File: src/rtl/thn_pkg.sv
package thn_pkg;
    typedef enum logic {
        SRC_EXT  = 1'b0,
        SRC_RAMP = 1'b1
    } thr_src_e;
endpackage

File: src/rtl/thn_pair_add.sv
module thn_pair_add #(
    parameter int W = 8
) (
    input  logic [W-1:0] op_x,
    input  logic [W-1:0] op_y,
    output logic [W:0]   total
);
    always_comb begin
        total = {1'b0, op_x} + {1'b0, op_y};
    end
endmodule

File: src/rtl/thn_ramp.sv
module thn_ramp #(
    parameter int W   = 8,
    parameter int DIV = 2
) (
    input  logic         clk,
    input  logic         rst,
    output logic [W-1:0] level
);
    localparam int CW = (DIV > 1) ? $clog2(DIV) : 1;
    localparam logic [CW-1:0] LAST = CW'(DIV - 1);

    typedef struct packed {
        logic [CW-1:0] cnt;
        logic [W-1:0]  val;
    } ramp_st_t;

    ramp_st_t st_d, st_q;

    always_comb begin
        st_d = st_q;
        if (rst) begin
            st_d.cnt = '0;
            st_d.val = '1;
        end else if (st_q.cnt == LAST) begin
            st_d.cnt = '0;
            st_d.val = st_q.val - 1'b1;
        end else begin
            st_d.cnt = st_q.cnt + 1'b1;
        end
    end

    always_ff @(posedge clk) begin
        st_q <= st_d;
    end

    assign level = st_q.val;
endmodule

File: src/rtl/thn_fire.sv
module thn_fire #(
    parameter int DW = 10,
    parameter int TW = 8
) (
    input  logic          clk,
    input  logic          rst,
    input  logic [DW-1:0] net,
    input  logic [TW-1:0] thr,
    output logic          fire
);
    typedef struct packed {
        logic hit;
    } fire_st_t;

    fire_st_t st_d, st_q;
    logic signed [DW-1:0] net_s;
    logic signed [DW-1:0] thr_s;

    always_comb begin
        net_s = $signed(net);
        thr_s = $signed({{(DW-TW){1'b0}}, thr});
        st_d  = st_q;
        if (rst) begin
            st_d.hit = 1'b0;
        end else begin
            st_d.hit = (net_s >= thr_s);
        end
    end

    always_ff @(posedge clk) begin
        st_q <= st_d;
    end

    assign fire = st_q.hit;
endmodule

File: src/rtl/thresh_neuron.sv
module thresh_neuron #(
    parameter int OPW      = 8,
    parameter int THW      = 8,
    parameter int RAMP_DIV = 2
) (
    input  logic             clk,
    input  logic             rst,
    input  logic [OPW-1:0]   exc_a,
    input  logic [OPW-1:0]   exc_b,
    input  logic [OPW-1:0]   inh_c,
    input  logic [OPW-1:0]   inh_d,
    input  logic [THW-1:0]   thr_ext,
    input  logic             use_ramp,
    output logic [OPW:0]     sum_exc,
    output logic [OPW:0]     sum_inh,
    output logic [OPW+1:0]   diff,
    output logic [THW-1:0]   thr_cur,
    output logic             fire
);
    import thn_pkg::*;

    localparam int SUMW = OPW + 1;
    localparam int DIFW = OPW + 2;
    localparam int NGRP = 2;

    logic [OPW-1:0]  grp_x [NGRP];
    logic [OPW-1:0]  grp_y [NGRP];
    logic [SUMW-1:0] grp_s [NGRP];
    logic [THW-1:0]  ramp_val;
    thr_src_e        src;

    assign grp_x[0] = exc_a;
    assign grp_y[0] = exc_b;
    assign grp_x[1] = inh_c;
    assign grp_y[1] = inh_d;

    for (genvar g = 0; g < NGRP; g++) begin : g_grp
        thn_pair_add #(.W(OPW)) add_i (
            .op_x  (grp_x[g]),
            .op_y  (grp_y[g]),
            .total (grp_s[g])
        );
    end

    assign sum_exc = grp_s[0];
    assign sum_inh = grp_s[1];

    always_comb begin
        diff = {1'b0, grp_s[0]} - {1'b0, grp_s[1]};
    end

    thn_ramp #(.W(THW), .DIV(RAMP_DIV)) ramp_i (
        .clk   (clk),
        .rst   (rst),
        .level (ramp_val)
    );

    always_comb begin
        src     = use_ramp ? SRC_RAMP : SRC_EXT;
        thr_cur = (src == SRC_RAMP) ? ramp_val : thr_ext;
    end

    thn_fire #(.DW(DIFW), .TW(THW)) fire_i (
        .clk  (clk),
        .rst  (rst),
        .net  (diff),
        .thr  (thr_cur),
        .fire (fire)
    );
endmodule

File: config.mk
export PLATFORM = sky130hd
export DESIGN_NAME = thresh_neuron
export DESIGN_NICKNAME = d
export VERILOG_FILES = /design/src/rtl/thn_pkg.sv /design/src/rtl/thn_pair_add.sv /design/src/rtl/thn_ramp.sv /design/src/rtl/thn_fire.sv /design/src/rtl/thresh_neuron.sv
export SDC_FILE = /design/constraint.sdc
export NUM_CORES = 1
export LEC_CHECK = 0
export ABC_AREA = 0
export BUFFER_PORTS_ARGS = -buffer_cell sky130_fd_sc_hd__buf_2
export CAP_MARGIN = 15
export CORE_MARGIN = 2
export CORE_UTILIZATION = 48
export CTS_BUF_LIST = sky130_fd_sc_hd__clkbuf_16
export DETAILED_ROUTE_END_ITERATION = 7
export PLACE_DENSITY = 0.82
export REMOVE_ABC_BUFFERS = 1
export SLEW_MARGIN = 20
export SYNTH_ARGS = -nofsm -noshare
export SYNTH_HDL_FRONTEND = slang
export SYNTH_SLANG_ARGS = --single-unit
File: constraint.sdc
create_clock -name clk -period 4.9 [get_ports clk]
set_input_delay 0.98 -clock clk [delete_from_list [all_inputs] [get_ports clk]]
set_output_delay 0.98 -clock clk [all_outputs]
set_load 0.01 [all_outputs]
# --- After elaboration in Yosys (flattened, before gate mapping) ---
# Index checks and enable logic that the tools add are counted.
op_classes:
  n_addsub: 5
  magnitude_cmp: 1
  mux: 2
  n_reduce_logical: 1
op_table:
  columns: ["operator", "n"]
  rows:
  - ["8-bit by 8-bit adder with 9-bit output", 2]
  - ["10-bit by 9-bit greater-or-equal comparator with 1-bit output", 1]
  - ["9-bit by 9-bit subtractor with 10-bit output", 1]
  - ["8-bit two-way mux", 1]
  - ["8-bit by 1-bit subtractor with 8-bit output (second input constant)", 1]
  - ["2-bit OR reduction", 1]
  - ["1-bit adder (second input constant)", 1]
  - ["1-bit two-way mux", 1]
totals:
  register_bits: 10
  inputBits: 43
  out_inout_bits: 37
  elab_cells: 12

# --- Depth between registers and ports, before layout ---
# Gate-level depths: netlist (run 1).
depth:
  word_depth: 3
  ltp_mapped: 17
  ltp_nobuf: 17

# --- Cells and area by module ---
# Synthesis (run 1) repeated with hierarchy kept, for this count alone.
hier_totals:
  cells_unflattened: 219
  hier_area_um2: 1786.7
by_module_without_submodules:
  columns: ["module", "instances", "cells_each", "area_per_inst_um2", "seq_area_each_um2"]
  rows:
  - ["thn_pair_add", 2, 42, 324.1, 0.0]
  - ["thresh_neuron", 1, 59, 462.9, 0.0]
  - ["thn_ramp", 1, 49, 446.7, 180.2]
  - ["thn_fire", 1, 27, 229.0, 20.0]

# --- Worst setup path before layout (run 1) ---
# OpenSTA, ideal clock, no wires.
synth_path:
  path_type: "input-to-output"
  start: "input inh_c[0]"
  end: "output diff[8]"
  t_arrival_ns: 3.410
  required_ns: 3.920
  path_slack_ns: 0.510
  cell_stages: 12
  path_buffers: 0
  path_cell_list: "ha_1 fa_1 a21o_1 a21oi_1 nor2b_1 o31a_1 a21o_1 ha_1 o21ai_0 a211oi_2 nor3_2 inv_1"
synth_via:
  elab_chain_len: 2
synth_rtl:
  columns: ["element", "line_no", "source"]
  rows:
  - ["from (decl)", "thresh_neuron.sv:10", "input logic [OPW-1:0] inh_c,"]
  - ["8-bit by 8-bit adder with 9-bit output", "thn_pair_add.sv:9", "total = {1'b0, op_x} + {1'b0, op_y};"]
  - ["9-bit by 9-bit subtractor with 10-bit output", "thresh_neuron.sv:49", "diff = {1'b0, grp_s[0]} - {1'b0, grp_s[1]};"]
  - ["to (decl)", "thresh_neuron.sv:16", "output logic [OPW+1:0] diff,"]
# No other way between the ends.

# --- Worst setup path in the final report (run 1) ---
layout_path:
  start: "input inh_c[0]"
  end: "output diff[9]"
# The elaborated chain is that of the path after synthesis.

==> results.py, run 1 <==
metrics = {
    "run_status": {
        "status": "complete, no violations",
    },
    "detailed_routing": {
        "wirelength_um": 4145,
        "via_count": 1784,
        "vias_per_cell": 5.278,
        "ant_nets": 0,
        "first_iter_violations": 76,
        "dr.pass1.iters": 4,
        "wl_per_cell_um": 12.26,
        "drc_errors": 0,
    },
    "yosys": {
        "synth_area_per_cell_um2": 8.284,
        "ys_seq_elements": 10,
        "ys_types": 49,
        "synth_area_leaders": "ha_1 (24%), dfxtp_1 (11%), xnor2_1 (6.0%), inv_1 (5.4%), mux2i_1 (4.6%)",
        "synthCells": 211,
        "synth_seq_area_share_pct": 11.45,
        "synth_top_cell_area_share_pct": 24.34,
        "yosys.area.top_type": "ha_1",
        "syn-cell-area_um2": 1748,
        "synth_warnings": 0,
    },
    "final_layout": {
        "area_delta_synth_final_pct": 29.92,
        "finalNonFillerCells": 338,
        "drive_gt1_share_pct": 32.19,
        "post-route-util_pct": 66.48,
        "antenna_cells": 0,
        "layout_common_cells": "buf_2 (79), ha_1 (34), inv_1 (25), nor2_1 (16), xnor2_1 (12)",
        "layout_commonest_cell": "buf_2",
        "stdcell_area_um2": 2271,
        "fin_nets": 373,
    },
    "cts": {
        "cts_buffer_depth": 2,
        "cts_buffers": 3,
        "clock_latency_ns": 0.24,
        "postCtsHoldBufs": 0,
        "cts.htree.levels": 1,
        "cts_sinks": 10,
        "cts-root-buf": "clkbuf_16",
        "clk_pin_slew_ns": 0.04,
        "tritoncts": "yes",
    },
    "timing": {
        "fmax_ghz": 0.2134,
        "fin_crit_ns": 4.687,
        "rsz0062_at_grt": "no",
        "skew_ns": 0.001921,
        "setup_ws_ns": 0.2132,
        "maxSlewViolCount": 0,
        "finalHoldViolCount": 0,
        "fin_setup_tns_ns": 0,
        "fin_crit_sh_pct": 95.65,
        "relSlewSlack_pct": 77.40,
        "fin_hold_ws_ns": 0.5173,
        "final-setup-viol-count": 0,
        "max_slew.worst_pin.slew_ns": 0.3362,
    },
    "placement": {
        "dpl_cell_area_um2": 2192,
        "port_buffers": 79,
        "hpwl_um": 3571,
        "pre_cts_slack_ns": 0.1005,
        "place_inst": 334,
        "gp_congestion": 0.8514,
    },
    "worst_setup_path": {
        "r2r-start": "ramp_i.level[4]$_SDFFE_PP1P_",
        "crit_path_top_delay_cell": "fa_1",
        "r2r-end": "fire_i.fire$_SDFF_PP0_",
        "crit_arrival_ns": 3.71,
        "crit_type": "input port to primary output",
        "rr_worst_depth": 6,
        "reg2reg_slack_ns": 3.11,
        "max_stage_delay_ns": 0.41,
        "endpoint_kind": "primary output",
        "cp_cell_sequence": "buf_2 -> ha_1 -> fa_1 -> a21o_1 -> a21oi_1 -> nor2b_1 -> o31a_1 -> a21o_1 -> ha_1 -> o21ai_1 -> a21boi_0 -> o32ai_2 -> buf_2",
        "cp.required_ns": 3.92,
        "critPathMaxFanout": 4,
        "cp-start-kind": "input port",
    },
    "die": {
        "io_pins": 80,
        "core_um2": 3416,
        "die_area_um2": 4140,
        "die_h_um": 64.35,
        "initial_core_util_pct": 51.17,
        "die_w_um": 64.35,
        "rows": 21,
    },
    "worst_hold_path": {
        "min_to": "ramp_i.level[0]$_SDFFE_PP1P_",
        "worstHoldStart": "ramp_i.level[0]$_SDFFE_PP1P_",
        "hp-class": "flop to flop",
        "hold_depth": 2,
    },
    "power_and_ir_drop": {
        "cellPowerDensity_nw_per_um2": 342.9,
        "p_leak_nw": 1.209,
        "ir_worst_vdd_v": 0.0001305,
        "power_mw": 0.7787,
    },
    "global_routing": {
        "antenna_found_initial": 0,
        "grt_first_pass_wirelength_um": 6955,
        "grt_pass1_vias": 1739,
        "grtUsageTotal_pct": 20.57,
        "grt_overflow_total": 0,
        "grt_max_degree": 11,
    },
    "job": {
        "cap_violations": 0,
    },
}
power by group:
part           leakage [nW]  switching, mW  internal, mW
Combinational          1.09          0.299         0.243
Clock                0.0385         0.0399         0.107
Sequential           0.0816        0.00284        0.0864
Total                  1.21          0.342         0.437
cell type report:
| type | instances | area, um^2 |
|---|---|---|
| multi-input cells | 174 | 1445 |
| fillers | 321 | 1145 |
| repair buffers | 79 | 395.4 |
| flip-flops and latches | 10 | 200.2 |
| inverters | 25 | 93.84 |
| clock buffers | 3 | 75.07 |
| well taps | 46 | 57.56 |
| clock inverters | 1 | 3.754 |
cell usage after synthesis (all sizes together):
library cell and instances:
fa 3, and2b 1, o22ai 2, nand3 4, a311oi 1, clkbuf 2, o221ai 1, o2111ai 2
o31ai 1, nor2 16, nand2b 7, ha 34, a21boi 3, or3 3, o211ai 1, a221oi 1
o21bai 1, a21o 8, xnor2 12, or3b 1, and4 1, o21a 5, nand2 7, mux2 1
nor2b 4, inv 25, nor3 7, dfxtp 10, xor2 9, o31a 2, o32ai 1, o21ai 7
a211oi 3, mux2i 8, o22a 1, nand3b 1, a211o 2, and3 1, a21oi 11, or2 1
worst max-delay path, delay by kind of cell:
family                     cells  cell delay [ns]
and+or+nand+nor                1             0.10
AOI/OAI and AO/OA              7             1.36
adders and majority gates      3             0.97
buffers and inverters          2             0.29
cells by family (layout without fill, tap and decap cells):
logic type / count (synthesis) / in the layout / share of synthesized area, %
AO/OA/AOI/OAI: 53 / 53 / 22.91
XOR/XNOR: 21 / 21 / 10.52
adder cells (fa/ha/maj): 37 / 37 / 27.77
buffers and inverters: 27 / 108 / 5.869
flip-flops: 10 / 10 / 11.45
multiplexers: 9 / 9 / 5.226
AND/OR/NAND/NOR: 54 / 54 / 16.25
worst max path at each step:
stage / cells past startpoint / slack (ns) / endpoint / start
5_1_grt: 13 / 0.01 / diff[9] / inh_c[0]
4_1_cts: 13 / 0.1 / diff[9] / inh_c[0]
6_report: 13 / 0.21 / diff[9] / inh_c[0]
3_5_place_dp: 13 / 0.10 / diff[9] / inh_c[0]
2_1_floorplan: 12 / 0.51 / diff[8] / inh_c[0]
3_3_place_gp: 13 / 0.14 / diff[9] / inh_c[0]
layer usage:
layer / vias up / wire length, um / track usage (%)
li1: 918 / - / -
met1: 792 / 1824 / 24.17
met2: 67 / 2042 / 38.93
met3: 7 / 224 / 2.289
met4: 0 / 53 / 5.585
met5: - / 0 / 0
sequential cells by signal, indices dropped and copies added (netlist names):
| name | cells |
|---|---|
| fire_i.fire | 1 |
| ramp_i.level | 8 |
| ramp_i.st_q | 1 |
what timing repair did:
| action | CTS | global route |
|---|---|---|
| endpoints found under the setup margin | 0 | 2 |
| gates resized for setup | 0 | 1 |
| setup buffers | 0 | 0 |
(Power assumes the default switching activity.)
==> inputs of run 2 (changes only) <==
--- a/config.mk
+++ b/config.mk
@@ -5,14 +5,14 @@
 export SDC_FILE = /design/constraint.sdc
 export NUM_CORES = 1
 export LEC_CHECK = 0
-export ABC_AREA = 0
+export ABC_AREA = 1
 export BUFFER_PORTS_ARGS = -buffer_cell sky130_fd_sc_hd__buf_2
 export CAP_MARGIN = 15
 export CORE_MARGIN = 2
 export CORE_UTILIZATION = 48
 export CTS_BUF_LIST = sky130_fd_sc_hd__clkbuf_16
 export DETAILED_ROUTE_END_ITERATION = 7
-export PLACE_DENSITY = 0.82
+export PLACE_DENSITY = 0.81
 export REMOVE_ABC_BUFFERS = 1
 export SLEW_MARGIN = 20
 export SYNTH_ARGS = -nofsm -noshare
==> results.py, run 2 <==
metrics = {
    "cts": {
        "tritoncts": "yes",
        "clk_pin_slew_ns": 0.04,
        "postCtsHoldBufs": 0,
        "cts-root-buf": "clkbuf_16",
        "cts_buffers": 3,
        "cts_sinks": 10,
        "cts.htree.levels": 1,
        "cts_buffer_depth": 2,
        "ctsResizeCount": 0,
        "post_cts_buffers": 0,
        "clock_latency_ns": 0.24,
    },
    "final_layout": {
        "largest_reg_flops": 8,
        "drive_gt1_share_pct": 25.84,
        "antenna_cells": 0,
        "finalNonFillerCells": 404,
        "stdcell_area_um2": 2326,
        "layout_commonest_cell": "buf_2",
        "layout_common_cells": "buf_2 (79), inv_1 (64), nand2_1 (56), ha_1 (34), a21oi_1 (24)",
        "fin_nets": 438,
        "area_delta_synth_final_pct": 28.38,
    },
    "yosys": {
        "synth-edff-count": 0,
        "postSynth.asyncResetShare_pct": 0,
        "yosys.area.top_type": "ha_1",
        "ys_seq_elements": 10,
        "ys_types": 26,
        "synth_top_cell_area_share_pct": 23.48,
        "synth_commonest_cells": "inv_1 (64), nand2_1 (56), ha_1 (34), a21oi_1 (24), o21ai_0 (16)",
        "synth_area_leaders": "ha_1 (23%), inv_1 (13%), nand2_1 (12%), dfxtp_1 (11%), xor2_1 (6.8%)",
        "yosysMostFrequentCell": "inv_1",
        "ys.flop_type": "dfxtp_1",
        "synth_area_per_cell_um2": 6.564,
        "synthCells": 276,
        "synth_warnings": 0,
        "synth_seq_area_share_pct": 11.05,
        "syn-cell-area_um2": 1812,
    },
    "power_and_ir_drop": {
        "cellPowerDensity_nw_per_um2": 343.8,
        "ir_worst_vdd_v": 0.0001265,
        "p_leak_nw": 1.408,
    },
    "die": {
        "core_um2": 3633,
        "io_pins": 80,
        "rows": 22,
        "die_area_um2": 4282,
        "die_h_um": 65.44,
        "die_w_um": 65.44,
        "initial_core_util_pct": 49.86,
    },
    "timing": {
        "fmax_ghz": 0.2250,
        "finalHoldViolCount": 0,
        "skew_ns": 0.001703,
        "relSlewSlack_pct": 77.83,
        "max_slew.worst_pin.slew_ns": 0.3310,
        "maxSlewViolCount": 0,
        "rsz0062_at_grt": "no",
        "fin_crit_sh_pct": 90.72,
        "fin_setup_tns_ns": 0,
        "final-setup-viol-count": 0,
        "fin_crit_ns": 4.445,
    },
    "detailed_routing": {
        "via_count": 1933,
        "vias_per_cell": 4.785,
        "drc_errors": 0,
        "first_iter_violations": 58,
        "dr.pass1.iters": 4,
        "wirelength_um": 4082,
        "ant_nets": 0,
        "wl_per_cell_um": 10.10,
    },
    "worst_hold_path": {
        "hp-class": "flop to flop",
        "worstHoldStart": "ramp_i.st_q[8]$_SDFF_PP0_",
    },
    "worst_setup_path": {
        "critPathMaxFanout": 4,
        "cp-start-kind": "input port",
        "rr_worst_depth": 12,
        "endpoint_kind": "primary output",
        "cp.required_ns": 3.92,
        "crit_type": "input port to primary output",
        "r2r-end": "fire_i.fire$_SDFF_PP0_",
        "critPathLaunch": "inh_c[0]",
        "cp-endpoint": "diff[9]",
        "crit_arrival_ns": 3.47,
        "r2r-start": "ramp_i.level[5]$_SDFFE_PP1P_",
        "reg2reg_slack_ns": 3.18,
    },
    "global_routing": {
        "grt_max_degree": 17,
        "grtUsageTotal_pct": 20.00,
        "antenna_found_initial": 0,
        "grt_overflow_total": 0,
        "grt_first_pass_wirelength_um": 6872,
        "grt_pass1_vias": 1793,
    },
    "job": {
        "cap_violations": 0,
    },
    "placement": {
        "place_inst": 401,
        "dpl_cell_area_um2": 2251,
        "port_buffers": 79,
        "hpwl_um": 3613,
        "gp_congestion": 0.8395,
    },
    "run_status": {
        "status": "complete, no violations",
    },
}
==> run 2: how the worst min path moves through the flow <==
stage,to,cells past startpoint
after global placement,ramp_i.st_q[8]$_SDFF_PP0_,1
after global routing,ramp_i.st_q[8]$_SDFF_PP0_,1
after detailed placement,ramp_i.st_q[8]$_SDFF_PP0_,1
final,ramp_i.st_q[8]$_SDFF_PP0_,1
after CTS,ramp_i.st_q[8]$_SDFF_PP0_,1
after floorplan,ramp_i.st_q[8]$_SDFF_PP0_,1
==> run 2: layout make-up <==
class                   count  area [um^2]
clock buffers               3        75.07
fillers                   360         1308
inverters                  65        244.0
multi-input cells         199         1351
flip-flops and latches     10        200.2
well taps                  48        60.06
repair buffers             79        395.4
==> run 2: logic make-up (layout without fill, tap and decap cells) <==
| kind of cell | count (synthesis) | after routing | share of synthesized area, % |
|---|---|---|---|
| XOR/XNOR | 22 | 22 | 10.64 |
| AO/OA/AOI/OAI | 53 | 53 | 16.99 |
| flip-flops | 10 | 10 | 11.05 |
| AND/OR/NAND/NOR | 87 | 87 | 20.17 |
| buffers and inverters | 67 | 147 | 14.36 |
| adder cells (fa/ha/maj) | 37 | 37 | 26.80 |
==> run 2: metrics by stage <==
| stage | util [%] | setup WS, ns | power, mW | hold WS (ns) |
|---|---|---|---|---|
| floorplan | - | 0.7668 | 0.4876 | 0.4218 |
| global placement | 61.95 | 0.5448 | 0.6470 | 0.4317 |
| detailed placement | 61.95 | 0.4600 | 0.6637 | 0.4412 |
| CTS | 64.02 | 0.4491 | 0.8098 | 0.4563 |
| global route | 64.02 | 0.1555 | 0.8873 | 0.4873 |
| finish | 64.02 | 0.4546 | 0.7996 | 0.4546 |
==> run 2: worst max-delay path, cell delays in order <==
cell and delay (ns):
buf_2 0.10, ha_1 0.22, fa_1 0.41, nand3_1 0.09, nand2_1 0.10, a21oi_1 0.18, o21bai_2 0.10, xor2_1 0.16
ha_1 0.37, a21oi_1 0.15, o21ai_0 0.10, a21o_1 0.18, a21oi_1 0.18, buf_2 0.16
==> run 2: routing by layer <==
layer / vias to the layer above / GRT usage, % / part of all wire, %
met5: - / 0 / 0
met3: 7 / 2.226 / 5.7
met1: 827 / 21.45 / 42
met4: 0 / 9.635 / 1.8
li1: 1042 / - / -
met2: 57 / 38.39 / 50
==> run 2: power breakdown <==
part	leakage [nW]	switching, mW	internal [mW]
registers	0.0818	0.00206	0.0867
clock network	0.0370	0.0364	0.106
logic	1.29	0.330	0.239
total	1.41	0.368	0.431
==> inputs of run 3 (changes only) <==
==> constraint.sdc (replaced) <==
create_clock -name clk -period 4.9 [get_ports clk]
set_input_delay 0.49 -clock clk [delete_from_list [all_inputs] [get_ports clk]]
set_output_delay 0.49 -clock clk [all_outputs]
set_load 0.01 [all_outputs]
==> results.py, run 3 (synthesis results as in run 2) <==
metrics = {
    "power_and_ir_drop": {
        "power_mw": 0.7967,
        "p_leak_nw": 1.408,
        "cellPowerDensity_nw_per_um2": 342.5,
        "ir_worst_vdd_v": 0.0001374,
    },
    "worst_hold_path": {
        "hold_depth": 1,
        "hp-class": "flop to flop",
    },
    "cts": {
        "cts_sinks": 10,
        "tritoncts": "yes",
        "cts.htree.levels": 1,
        "clk_pin_slew_ns": 0.04,
        "clock_latency_ns": 0.24,
        "ctsResizeCount": 0,
        "cts_buffer_depth": 2,
        "cts-root-buf": "clkbuf_16",
        "postCtsHoldBufs": 0,
        "post_cts_buffers": 0,
        "cts_buffers": 3,
    },
    "worst_setup_path": {
        "cp-start-kind": "input port",
        "critPathMostFrequentCell": "a21oi_1",
        "rr_worst_depth": 12,
        "endpoint_kind": "primary output",
        "critPathMaxFanout": 4,
        "cp.required_ns": 4.41,
        "crit_arrival_ns": 2.98,
        "max_stage_delay_ns": 0.41,
        "crit_path_top_delay_cell": "fa_1",
        "cp_cell_sequence": "buf_2 -> ha_1 -> fa_1 -> nand3_1 -> nand2_1 -> a21oi_1 -> o21bai_2 -> xor2_1 -> ha_1 -> a21oi_1 -> o21ai_0 -> a21o_1 -> a21oi_1 -> buf_2",
        "crit_type": "input port to primary output",
    },
    "final_layout": {
        "fill_cells": 358,
        "drive_gt1_share_pct": 25.84,
        "multi_input_area_um2": 1351,
        "layout_common_cells": "buf_2 (79), inv_1 (64), nand2_1 (56), ha_1 (34), a21oi_1 (24)",
        "area_delta_synth_final_pct": 28.38,
        "stdcell_area_um2": 2326,
        "antenna_cells": 0,
        "fin_nets": 438,
        "regArea_um2": 200.2,
        "layout_commonest_cell": "buf_2",
        "post-route-util_pct": 64.02,
        "largest_reg_flops": 8,
    },
    "global_routing": {
        "use_met3_pct": 1.712,
        "antenna_found_initial": 0,
        "grt_pass1_vias": 1837,
        "grt_overflow_total": 0,
        "grt_max_degree": 17,
        "busiest_layer": "met2",
        "grt_first_pass_wirelength_um": 7134,
        "grtUsageTotal_pct": 20.53,
        "met1_usage_pct": 23.11,
        "grt.met2_usage_pct": 39.67,
    },
    "placement": {
        "pre_cts_slack_ns": 1.288,
        "gp_congestion": 0.8395,
        "hpwl_um": 3637,
        "port_buffers": 79,
        "dpl_cell_area_um2": 2251,
    },
    "die": {
        "die_h_um": 65.44,
        "rows": 22,
        "initial_core_util_pct": 49.86,
        "die_area_um2": 4282,
        "die_w_um": 65.44,
        "io_pins": 80,
        "core_um2": 3633,
    },
    "timing": {
        "fin_crit_sh_pct": 70.88,
        "relSlewSlack_pct": 75.70,
        "final-setup-viol-count": 0,
        "rsz0062_at_grt": "no",
        "skew_ns": 0.003104,
        "fmax_ghz": 0.2879,
        "finalHoldViolCount": 0,
        "fin_crit_ns": 3.473,
        "setup_ws_ns": 1.427,
        "fin_setup_tns_ns": 0,
        "max_slew.worst_pin.slew_ns": 0.3629,
        "maxSlewViolCount": 0,
    },
    "detailed_routing": {
        "via_count": 1976,
        "vias_per_cell": 4.891,
        "first_iter_violations": 80,
        "ant_nets": 0,
        "wl_per_cell_um": 10.09,
        "wirelength_um": 4076,
        "dr.pass1.iters": 4,
        "drc_errors": 0,
    },
    "run_status": {
        "status": "complete, no violations",
    },
    "job": {
        "cap_violations": 0,
    },
}
## run 3: worst max-delay path: cells and delay by family
family	cells	cell delay (ns)
buf+inv	2	0.27
fa+ha+maj	3	0.98
xor+xnor	1	0.16
simple gates	2	0.19
compound gates	6	0.89
## run 3: path summary, 6_finish.rpt
check	start	to	slack, ns
hold / removal	ramp_i.st_q[8]$_SDFF_PP0_	ramp_i.st_q[8]$_SDFF_PP0_	0.45
setup / recovery	inh_c[0]	diff[9]	1.43
hold reg to reg	ramp_i.st_q[8]$_SDFF_PP0_	ramp_i.st_q[8]$_SDFF_PP0_	0.45
setup reg to reg	ramp_i.level[5]$_SDFFE_PP1P_	fire_i.fire$_SDFF_PP0_	3.19
## run 3: area by class of cell
cell class	instances	share of cell area (%)
multi-input cells	199	58.10
repair buffers	79	17.00
inverters	65	10.49
flip-flops and latches	10	8.607
clock buffers	3	3.228
well taps	48	2.582
## run 3: per-layer routing
metal	wire length (um)	up-vias
li1	-	1043
met1	1733	846
met2	2000	79
met3	260	8
met4	82	0
met5	0	-
## run 3: metrics by stage
stage	hold slack, ns	cells
after floorplan	0.4218	274
after global placement	0.4341	401
after detailed placement	0.4403	401
after CTS	0.4493	404
after global routing	0.4742	404
final	0.4463	404
## run 3: power by group
group          switching [mW]  leakage, nW  total (mW)  internal, mW
clock network          0.0358       0.0370       0.141         0.106
registers             0.00214       0.0818      0.0889        0.0867
logic                   0.329         1.29       0.566         0.238
